**src/rtl/irqc_pkg.sv**
```systemverilog
package irqc_pkg;

    typedef enum logic [1:0] {
        ST_IDLE,
        ST_SAVE,
        ST_ENTER,
        ST_RESTORE
    } irqc_state_e;

    // Status word flag positions
    localparam int PSW_ID_BIT = 5;
    localparam int PSW_EP_BIT = 6;
    localparam int PSW_NP_BIT = 7;

endpackage

```
**src/rtl/irqc_src_bank.sv**
```systemverilog
module irqc_src_bank #(
    parameter int NUM_SRC = 55,
    parameter int PRIO_W  = 3,
    parameter int IDX_W   = 6
) (
    input  logic                        clk,
    input  logic                        rst_n,
    input  logic [NUM_SRC-1:0]          req,
    input  logic                        cfg_we,
    input  logic [IDX_W-1:0]            cfg_idx,
    input  logic                        cfg_mask,
    input  logic [PRIO_W-1:0]           cfg_prio,
    input  logic                        clr_en,
    input  logic [IDX_W-1:0]            clr_idx,
    output logic [NUM_SRC-1:0]          eligible,
    output logic [NUM_SRC*PRIO_W-1:0]   prio_flat
);

    localparam logic [PRIO_W-1:0] LOWEST_LEVEL = '1;

    logic [NUM_SRC-1:0] req_d;

    always_ff @(posedge clk or negedge rst_n) begin
        if (!rst_n) req_d <= '0;
        else        req_d <= req;
    end

    for (genvar i = 0; i < NUM_SRC; i++) begin : g_src
        logic              pend_q;
        logic              mask_q;
        logic [PRIO_W-1:0] prio_q;
        logic              rise;
        logic              hit_cfg;
        logic              hit_clr;

        assign rise    = req[i] & ~req_d[i];
        assign hit_cfg = cfg_we && (cfg_idx == IDX_W'(i));
        assign hit_clr = clr_en && (clr_idx == IDX_W'(i));

        always_ff @(posedge clk or negedge rst_n) begin
            if (!rst_n) begin
                pend_q <= 1'b0;
                mask_q <= 1'b1;
                prio_q <= LOWEST_LEVEL;
            end else begin
                pend_q <= (pend_q & ~hit_clr) | rise;
                if (hit_cfg) begin
                    mask_q <= cfg_mask;
                    prio_q <= cfg_prio;
                end
            end
        end

        assign eligible[i] = pend_q & ~mask_q;
        assign prio_flat[i*PRIO_W +: PRIO_W] = prio_q;

        AST_PEND_CLEARED: assert property (@(posedge clk) disable iff (!rst_n)
            (hit_clr && !rise) |=> !pend_q);
    end

endmodule

```
**src/rtl/irqc_arbiter.sv**
```systemverilog
module irqc_arbiter #(
    parameter int NUM_SRC = 55,
    parameter int PRIO_W  = 3,
    parameter int IDX_W   = 6
) (
    input  logic                        clk,
    input  logic                        rst_n,
    input  logic [NUM_SRC-1:0]          eligible,
    input  logic [NUM_SRC*PRIO_W-1:0]   prio_flat,
    output logic                        win_valid,
    output logic [IDX_W-1:0]            win_idx,
    output logic [PRIO_W-1:0]           win_prio
);

    // Scan from the top index down; "<=" lets a lower index take a tie.
    always_comb begin
        win_valid = 1'b0;
        win_idx   = '0;
        win_prio  = '1;
        for (int i = NUM_SRC - 1; i >= 0; i--) begin
            if (eligible[i] &&
                (!win_valid || (prio_flat[i*PRIO_W +: PRIO_W] <= win_prio))) begin
                win_valid = 1'b1;
                win_idx   = IDX_W'(i);
                win_prio  = prio_flat[i*PRIO_W +: PRIO_W];
            end
        end
    end

    AST_WIN_ELIGIBLE: assert property (@(posedge clk) disable iff (!rst_n)
        win_valid |-> eligible[win_idx]);

endmodule

```
**src/rtl/irqc_level_stack.sv**
```systemverilog
module irqc_level_stack #(
    parameter int DEPTH  = 8,
    parameter int PRIO_W = 3
) (
    input  logic              clk,
    input  logic              rst_n,
    input  logic              push,
    input  logic [PRIO_W-1:0] push_prio,
    input  logic              pop,
    output logic [PRIO_W-1:0] top_prio,
    output logic              empty,
    output logic              full
);

    localparam int CNT_W = $clog2(DEPTH + 1);
    localparam int PTR_W = (DEPTH > 1) ? $clog2(DEPTH) : 1;

    logic [PRIO_W-1:0] slots [DEPTH];
    logic [CNT_W-1:0]  cnt;

    assign empty    = (cnt == '0);
    assign full     = (cnt == CNT_W'(DEPTH));
    assign top_prio = empty ? '1 : slots[PTR_W'(cnt - 1'b1)];

    always_ff @(posedge clk or negedge rst_n) begin
        if (!rst_n) begin
            cnt <= '0;
            for (int k = 0; k < DEPTH; k++) slots[k] <= '1;
        end else if (push && !full) begin
            slots[PTR_W'(cnt)] <= push_prio;
            cnt <= cnt + 1'b1;
        end else if (pop && !empty) begin
            cnt <= cnt - 1'b1;
        end
    end

    AST_NO_OVERFLOW: assert property (@(posedge clk) disable iff (!rst_n)
        push |-> !full);

endmodule

```
**src/rtl/irq_accept_ctrl.sv**
```systemverilog
module irq_accept_ctrl
    import irqc_pkg::*;
#(
    parameter int              NUM_SRC      = 55,
    parameter int              PRIO_W       = 3,
    parameter int              STACK_DEPTH  = 8,
    parameter int              PC_W         = 32,
    parameter int              PSW_W        = 32,
    parameter int              IDX_W        = $clog2(NUM_SRC),
    parameter logic [31:0]     HANDLER_BASE = 32'h0000_0080,
    parameter logic [15:0]     CODE_BASE    = 16'h0080
) (
    input  logic                clk,
    input  logic                rst_n,
    input  logic [NUM_SRC-1:0]  irq_req,
    input  logic                cfg_we,
    input  logic [IDX_W-1:0]    cfg_idx,
    input  logic                cfg_mask,
    input  logic [PRIO_W-1:0]   cfg_prio,
    input  logic [PC_W-1:0]     cur_pc,
    input  logic [PSW_W-1:0]    cur_psw,
    input  logic                ret_strobe,
    output logic [PC_W-1:0]     new_pc,
    output logic [PSW_W-1:0]    new_psw,
    output logic                pc_load,
    output logic [PC_W-1:0]     save_pc,
    output logic [PSW_W-1:0]    save_psw,
    output logic [15:0]         cause_code,
    output logic                ack,
    output logic [IDX_W-1:0]    ack_src
);

    localparam int VEC_SHIFT = 4;

    irqc_state_e state_q, state_d;

    logic [NUM_SRC-1:0]        eligible;
    logic [NUM_SRC*PRIO_W-1:0] prio_flat;
    logic                      win_valid;
    logic [IDX_W-1:0]          win_idx;
    logic [PRIO_W-1:0]         win_prio;
    logic [PRIO_W-1:0]         stk_top;
    logic                      stk_empty;
    logic                      stk_full;
    logic                      stk_push;
    logic                      stk_pop;
    logic                      clr_en;
    logic [IDX_W-1:0]          lat_idx;
    logic [PRIO_W-1:0]         lat_prio;
    logic                      psw_blocks;
    logic                      level_ok;
    logic                      accept;

    irqc_src_bank #(.NUM_SRC(NUM_SRC), .PRIO_W(PRIO_W), .IDX_W(IDX_W)) u_bank (
        .clk       (clk),
        .rst_n     (rst_n),
        .req       (irq_req),
        .cfg_we    (cfg_we && (int'(cfg_idx) < NUM_SRC)),
        .cfg_idx   (cfg_idx),
        .cfg_mask  (cfg_mask),
        .cfg_prio  (cfg_prio),
        .clr_en    (clr_en),
        .clr_idx   (lat_idx),
        .eligible  (eligible),
        .prio_flat (prio_flat)
    );

    irqc_arbiter #(.NUM_SRC(NUM_SRC), .PRIO_W(PRIO_W), .IDX_W(IDX_W)) u_arb (
        .clk       (clk),
        .rst_n     (rst_n),
        .eligible  (eligible),
        .prio_flat (prio_flat),
        .win_valid (win_valid),
        .win_idx   (win_idx),
        .win_prio  (win_prio)
    );

    irqc_level_stack #(.DEPTH(STACK_DEPTH), .PRIO_W(PRIO_W)) u_stack (
        .clk       (clk),
        .rst_n     (rst_n),
        .push      (stk_push),
        .push_prio (lat_prio),
        .pop       (stk_pop),
        .top_prio  (stk_top),
        .empty     (stk_empty),
        .full      (stk_full)
    );

    // Acceptance gate
    assign psw_blocks = cur_psw[PSW_ID_BIT] | cur_psw[PSW_NP_BIT];
    assign level_ok   = stk_empty || (win_prio < stk_top);
    assign accept     = win_valid && !psw_blocks && !stk_full && level_ok;

    // Next state
    always_comb begin
        state_d = state_q;
        unique case (state_q)
            ST_IDLE: begin
                if (ret_strobe)  state_d = ST_RESTORE;
                else if (accept) state_d = ST_SAVE;
            end
            ST_SAVE:    state_d = ST_ENTER;
            ST_ENTER:   state_d = ST_IDLE;
            ST_RESTORE: state_d = ST_IDLE;
            default:    state_d = ST_IDLE;
        endcase
    end

    // State register
    always_ff @(posedge clk or negedge rst_n) begin
        if (!rst_n) state_q <= ST_IDLE;
        else        state_q <= state_d;
    end

    // Entry datapath: steps one and two at acceptance, step three in ST_SAVE
    always_ff @(posedge clk or negedge rst_n) begin
        if (!rst_n) begin
            lat_idx    <= '0;
            lat_prio   <= '0;
            save_pc    <= '0;
            save_psw   <= '0;
            cause_code <= '0;
        end else begin
            if (state_q == ST_IDLE && state_d == ST_SAVE) begin
                lat_idx  <= win_idx;
                lat_prio <= win_prio;
                save_pc  <= cur_pc;
                save_psw <= cur_psw;
            end
            if (state_q == ST_SAVE) begin
                cause_code <= CODE_BASE + (16'(lat_idx) << VEC_SHIFT);
            end
        end
    end

    // Outputs: steps four and five in ST_ENTER, restore in ST_RESTORE
    always_comb begin
        new_pc   = '0;
        new_psw  = '0;
        pc_load  = 1'b0;
        ack      = 1'b0;
        ack_src  = lat_idx;
        clr_en   = 1'b0;
        stk_push = 1'b0;
        stk_pop  = 1'b0;
        unique case (state_q)
            ST_ENTER: begin
                new_pc              = PC_W'(HANDLER_BASE) + (PC_W'(lat_idx) << VEC_SHIFT);
                new_psw             = save_psw;
                new_psw[PSW_ID_BIT] = 1'b1;
                new_psw[PSW_EP_BIT] = 1'b0;
                pc_load             = 1'b1;
                ack                 = 1'b1;
                clr_en              = 1'b1;
                stk_push            = 1'b1;
            end
            ST_RESTORE: begin
                new_pc  = save_pc;
                new_psw = save_psw;
                pc_load = 1'b1;
                stk_pop = 1'b1;
            end
            default: ;
        endcase
    end

    AST_GATED_BY_PSW: assert property (@(posedge clk) disable iff (!rst_n)
        (state_q == ST_IDLE && psw_blocks) |=> (state_q != ST_SAVE));

    AST_ACK_LOADS_PC: assert property (@(posedge clk) disable iff (!rst_n)
        ack |-> (pc_load && int'(ack_src) < NUM_SRC));

    AST_ENTRY_FLAGS: assert property (@(posedge clk) disable iff (!rst_n)
        ack |-> (new_psw[PSW_ID_BIT] && !new_psw[PSW_EP_BIT]));

    AST_STRICT_NEST: assert property (@(posedge clk) disable iff (!rst_n)
        (state_q == ST_ENTER && !stk_empty) |-> (lat_prio < stk_top));

    AST_SINGLE_PULSE: assert property (@(posedge clk) disable iff (!rst_n)
        ack |=> !ack);

endmodule

```
**config.mk**
```make
export PLATFORM = sky130hd
export DESIGN_NAME = irq_accept_ctrl
export DESIGN_NICKNAME = d
export VERILOG_FILES = /design/src/rtl/irqc_pkg.sv /design/src/rtl/irqc_src_bank.sv /design/src/rtl/irqc_arbiter.sv /design/src/rtl/irqc_level_stack.sv /design/src/rtl/irq_accept_ctrl.sv
export SDC_FILE = /design/constraint.sdc
export NUM_CORES = 1
export LEC_CHECK = 0
export BUFFER_PORTS_ARGS = -buffer_cell sky130_fd_sc_hd__buf_2
export CORE_ASPECT_RATIO = 1.5
export CORE_MARGIN = 4
export CORE_UTILIZATION = 60
export CTS_CLUSTER_SIZE = 14
export DETAILED_ROUTE_END_ITERATION = 16
export HOLD_SLACK_MARGIN = 0.03
export PLACE_DENSITY = 0.81
export SYNTH_ARGS = -nofsm -noshare
export SYNTH_HDL_FRONTEND = slang
export SYNTH_SLANG_ARGS = --single-unit
```
**constraint.sdc**
```tcl
create_clock -name clk -period 92.2 [get_ports clk]
set_clock_uncertainty 0.2 [all_clocks]
set_input_delay 4.61 -clock clk [delete_from_list [all_inputs] [get_ports clk]]
set_output_delay 4.61 -clock clk [all_outputs]
set_load 0.02 [all_outputs]
```
==> flow_metrics.env, run 1 <==
export IMPL_status="finished, final reports clean"
export IMPL_pre_cts_slack_ns=2.38
export IMPL_min_delay_start="u_bank.req_d[52]"
export IMPL_crit_fanout=52
export IMPL_port_buffers=275
export IMPL_cts_tree="built"
export IMPL_clk_latency_ns=0.60
export IMPL_cp_startpoint="u_bank.g_src[54].mask_q"
export IMPL_ant_nets=0
export IMPL_start_kind="register"
export IMPL_timing_rr_start="u_bank.g_src[54].mask_q"
export IMPL_hold_violations=0
export IMPL_slew_headroom_pct=23.2
export IMPL_fin_crit_sh_pct=94.2
export IMPL_detail_route_first_pass_iterations=6
export IMPL_die_w_um=182
export IMPL_synth_area_um2=27100
export IMPL_critPathKind="register to register"
export IMPL_crit_buf_inv=24
export IMPL_path_common_cell="ha_1"
export IMPL_yosysTopAreaCell="dfstp_2"
export IMPL_ys_seq_area_share_pct=41.8
export IMPL_end_kind="register"
export IMPL_root_buffer="clkbuf_16"
export IMPL_slowest_delay_ns=0.60
export IMPL_crit_family="compound AO/OA/AOI/OAI gates"
export IMPL_ys_flop_type="dfstp_2"
export IMPL_grt_pass1_vias=23500
export IMPL_drive_gt1_share_pct=31.4
export IMPL_synth_cell_type_count=84
export IMPL_drt_iter0_markers=1956
export IMPL_coreArea_um2=44700
export IMPL_synth_seq_cells=440
export IMPL_fin_nets=3280
export IMPL_post_place_cells=3509
export IMPL_cts_buffers=43
export IMPL_syn_inst=2726
export IMPL_antenna_found_initial=6
export IMPL_syn_avg_cell_area_um2=9.94
export IMPL_die_y_um=268
export IMPL_yosys_warnings=0
export IMPL_fin_crit_ns=86.86
export IMPL_synthTopCellsByArea="dfstp_2 24%, dfrtp_1 18%, mux2_2 11%, ha_1 7.7%, o21ai_0 4.7%"
export IMPL_drc_errors=0
export IMPL_synth_async_reset_ratio_pct=100
export IMPL_hold_path_class="register to register"
export IMPL_synth_edf_count=0
export IMPL_fin_cells=3603
export IMPL_tightest_slew_ns=1.14
export IMPL_fmax_ghz=0.0115
export IMPL_rows=95
export IMPL_setup_viol=0
export IMPL_cts_htree_levels=2
export IMPL_fill_cells=3427
export IMPL_netlist_top_cells_count="254 x mux2_2, 253 x o21ai_0, 244 x dfstp_2, 201 x inv_1, 196 x dfrtp_1"
export IMPL_fin_ws_ns=5.34
export IMPL_clk_pin_slew_ns=0.07
export IMPL_dp_hpwl_um=65500
export IMPL_cts_num_sinks=440
export IMPL_worstPathRequired_ns=92.48
export IMPL_track_usage_pct=34.9
export IMPL_syn_to_final_growth_pct=13.1
export IMPL_synth_most_common_cell="mux2_2"
export IMPL_grt_max_degree=124
export IMPL_slowest_stage="or4_1"
export IMPL_holdWs_ns=0.211
export IMPL_place_congestion=1.07
export IMPL_wirelength_um=87300
export IMPL_wire_per_inst_um=24.2
export IMPL_gr_total_overflow=0
export IMPL_postCtsHoldBufs=0
export IMPL_clk_path_buf_depth=3
export IMPL_viasPerCell=6.50
export IMPL_dieArea_um2=48700
export IMPL_ioPinCount=285
export IMPL_worstPathArrival_ns=87.13
export IMPL_grt_pass1_wl_um=134000
export IMPL_start_util_pct=60.6
export IMPL_yosysTopAreaCellShare_pct=23.7
export IMPL_timing_final_max_slew_violations=0
export IMPL_maxCapViolations=0
export IMPL_vias=23400
[cell type report]
| cell class | instances | area, um2 | area share, % |
|---|---|---|---|
| Antenna cell | 6 | 15.0 | 0.0490 |
| Clock buffer | 66 | 1250 | 4.09 |
| Clock inverter | 14 | 160 | 0.523 |
| Inverter | 201 | 754 | 2.46 |
| Multi-Input combinational cell | 1996 | 14800 | 48.4 |
| Sequential cell | 440 | 11300 | 36.9 |
| Tap cell | 582 | 728 | 2.38 |
| Timing Repair Buffer | 298 | 1570 | 5.14 |
[metrics by stage]
stage | instance area, um2 | utilization (%) | setup TNS (ns)
3_5_place_dp | 29000 | 64.8 | 0
6_report | 30600 | 68.6 | 0
3_3_place_gp | 29000 | 64.8 | 0
2_1_floorplan | 27100 | - | 0
4_1_cts | 30400 | 67.9 | 0
5_1_grt | 30600 | 68.6 | -8.84
[logic make-up (layout without fill, tap and decap cells)]
group           Yosys count  count (layout)  synth area share (%)
compound gates          677             678                  16.3
buf+inv                 299             579                  4.39
xor+xnor                  3               3                0.0970
simple gates            796             796                  15.3
fa+ha+maj               167             167                  7.71
mux                     343             343                  14.4
other cells               1              15                0.0138
flops                   440             440                  41.8
[metal layers]
layer	vias up	GRT usage, %	part of all wire, %
li1	10400	-	-
met1	11600	43.1	38
met2	1132	60.4	49
met3	319	5.06	6.8
met4	0	17.2	5.9
met5	-	0	0
[repair_timing]
item                       in CTS  in global routing
buffers inserted                0                  7
resized for setup               0                 48
setup endpoints to repair       0                 74
[flip-flops by register name, indices dropped and copies added, names as in the netlist]
| register | cells |
|---|---|
| u_bank.req_d | 55 |
| u_bank.g_src.prio_q | 165 |
| u_stack.slots | 24 |
| u_stack.cnt | 4 |
| state_q | 2 |
| cause_code | 7 |
| save_pc | 32 |
| save_psw | 32 |
| u_bank.g_src.mask_q | 55 |
| ack_src | 6 |
| lat_prio | 3 |
| u_bank.g_src.pend_q | 55 |
[layout by cell type, fill, tap and decap left out, types with 15 or more instances in the layout]
cell         n
clkbuf_16   43
o21ai_0    247
nor4_1      17
dfstp_2    244
nand2b_1    61
inv_1      201
o21a_1      38
nor2b_1    103
ha_1       167
nand3_1     66
nor2_1     120
nand4_1     23
nand2_1    192
dfrtp_1    195
mux2i_1     15
o211ai_1    31
mux2_1      68
mux2_2     254
nor3_1      47
a21oi_1     72
and2_1      59
a32oi_1     16
a31oi_1     30
a211oi_1    25
buf_4       23
buf_2      273
a21o_1      38
and3_1      42
[worst paths after layout]
path | end | slack [ns] | cells past startpoint
min in group asynchronous | u_bank.req_d[11] | 3.91 | 1
min reg2reg | u_bank.g_src[52].pend_q | 0.21 | 1
max in group asynchronous | state_q[1] | 85.30 | 3
max | save_pc[23] | 5.34 | 424
max reg2reg | save_pc[23] | 5.34 | 424
min | u_bank.g_src[52].pend_q | 0.21 | 1
Power of run 1 is left out: the tool's default activity adds up to more than one toggle a clock period on the data nets, which glitch-free logic cannot reach.
==> run 2, diff against run 1 <==
- BUFFER_PORTS_ARGS: -buffer_cell sky130_fd_sc_hd__buf_2 -> default
- CORE_UTILIZATION: 60 -> 35
- DONT_BUFFER_PORTS: default -> 1
- PLACE_DENSITY: 0.81 -> 0.54
==> run 2 against run 1 <==
Worst setup slack better by 0.90 ns. First-iteration DRC count decreased by 28%. Via count shrank 8.9%. Die area grew 68%. Sequential share of layout area up 0.85 points. Core utilization down 29 points. Cell area decreased by 2.2%. Hold slack better by 0.0018 ns. Critical path depth shrank 10. Final cell count increased by 4.2%. Critical path type unchanged. Largest cell class unchanged.
==> flow_metrics.env, run 2 (synthesis gave the netlist of run 1 again) <==
export IMPL_status="finished, final reports clean"
export IMPL_cts_tree="built"
export IMPL_setup_viol=0
export IMPL_slew_headroom_pct=24.2
export IMPL_crit_fanout=35
export IMPL_cts_htree_levels=2
export IMPL_path_common_cell="ha_1"
export IMPL_port_buffers=0
export IMPL_maxCapViolations=0
export IMPL_vias=21300
export IMPL_hold_violations=0
export IMPL_syn_to_final_growth_pct=10.6
export IMPL_cts_num_sinks=440
export IMPL_hold_end="u_bank.g_src[13].pend_q"
export IMPL_fill_cells=7550
export IMPL_start_kind="register"
export IMPL_dieArea_um2=82000
export IMPL_drt_iter0_markers=1417
export IMPL_clk_latency_ns=0.63
export IMPL_worstPathArrival_ns=86.27
export IMPL_slowest_delay_ns=0.57
export IMPL_drc_errors=0
export IMPL_mostFrequentLayoutCell="mux2_2"
export IMPL_min_path_cells=1
export IMPL_cts_buffers=46
export IMPL_top_register="u_bank.g_src.prio_q"
export IMPL_critPathKind="register to register"
export IMPL_r2r_slack_ns=6.24
export IMPL_hold_path_class="register to register"
export IMPL_clk_pin_slew_ns=0.07
export IMPL_ff2ff_path_depth=414
export IMPL_postCtsHoldBufs=0
export IMPL_dp_hpwl_um=73400
export IMPL_fin_nets=3005
export IMPL_tightest_slew_ns=1.13
export IMPL_ant_nets=0
export IMPL_clk_path_buf_depth=3
export IMPL_coreArea_um2=76500
export IMPL_fin_crit_sh_pct=93.2
export IMPL_crit_reg2reg_capture="save_psw[20]"
export IMPL_timing_final_max_slew_violations=0
export IMPL_grt_pass1_wl_um=142000
export IMPL_die_y_um=349
export IMPL_end_kind="register"
export IMPL_worstPathRequired_ns=92.51
export IMPL_place_congestion=0.937
export IMPL_final_cell_mix="254 x mux2_2, 245 x o21ai_0, 244 x dfstp_2, 201 x inv_1, 195 x dfrtp_1"
export IMPL_largest_register_ffs=165
export IMPL_fin_crit_ns=85.96
export IMPL_root_buffer="clkbuf_16"
export IMPL_timing_rr_start="u_bank.g_src[54].mask_q"
export IMPL_gr_total_overflow=0
export IMPL_post_place_cells=3661
export IMPL_drive_gt1_share_pct=24.8
export IMPL_min_delay_start="u_bank.req_d[13]"
export IMPL_antenna_found_initial=18
export IMPL_grt_pass1_vias=22100
export IMPL_track_usage_pct=22.5
export IMPL_ioPinCount=285
export IMPL_slowest_stage="or4_1"
export IMPL_viasPerCell=5.68
export IMPL_grt_max_degree=441
export IMPL_start_util_pct=35.4
export IMPL_fmax_ghz=0.0116
export IMPL_postLayoutCoreUtil_pct=39.2
export IMPL_rows=124
export IMPL_die_w_um=235
export IMPL_cp_startpoint="u_bank.g_src[54].mask_q"
export IMPL_detail_route_first_pass_iterations=5
export IMPL_wire_per_inst_um=25.5
export IMPL_fin_cells=3755
export IMPL_wirelength_um=95900
## run 2: cell types whose count changed in the layout (fill, tap and decap cells not counted), moves of 3 or more
cell,change
clkbuf_1,-10
buf_4,-4
buf_2,-273
o21ai_1,+3
clkbuf_16,+5
clkinvlp_4,+4
## run 2: worst max-delay path by stage
stage	to	cells after the start
global route	save_psw[20]	423
CTS	save_pc[16]	414
floorplan	save_pc[10]	431
detailed placement	save_psw[20]	414
finish	save_psw[20]	414
global placement	save_pc[21]	415
## run 2: per-layer routing
| metal | vias to the layer above | GRT usage, % | part of all wire (%) |
|---|---|---|---|
| li1 | 9826 | - | - |
| met3 | 186 | 4.37 | 5.6 |
| met2 | 593 | 41.8 | 52 |
| met4 | 10 | 8.30 | 4.1 |
| met1 | 10700 | 25.5 | 38 |
| met5 | - | 0 | 0.049 |
## run 2: critical path: cells and delay by family (launching register included)
family,cells,cell delay [ns]
muxes,18,6.49
DFF,1,0.54
AOI/OAI and AO/OA,209,41.79
buffers and inverters,25,2.82
adders and majority gates,55,14.89
and+or+nand+nor,107,18.94
## run 2: repair_timing
action                     in CTS  in global routing
gates resized for setup         0                 55
setup buffers                   0                  3
setup endpoints to repair       0                 74
## run 2: metrics by stage
stage / setup slack, ns / area [um2] / TNS [ns] / hold WS, ns
after floorplan: 17.29 / 27100 / 0 / 0.200
after global placement: 3.16 / 28100 / 0 / 0.202
after detailed placement: 1.48 / 28100 / 0 / 0.207
after CTS: 0.979 / 29700 / 0 / 0.215
after global routing: -0.111 / 30000 / -6.33 / 0.230
final: 6.24 / 30000 / 0 / 0.213
## run 2: layout make-up
cell class / count / area [um2] / share of cell area (%)
Multi-Input combinational cell: 1995 / 14800 / 49.5
Sequential cell: 440 / 11300 / 37.8
Clock buffer: 62 / 1340 / 4.48
Tap cell: 1008 / 1260 / 4.21
Inverter: 201 / 754 / 2.52
Clock inverter: 23 / 262 / 0.873
Timing Repair Buffer: 21 / 183 / 0.610
Antenna cell: 5 / 12.5 / 0.0418
Power of run 2 is left out for the same reason.
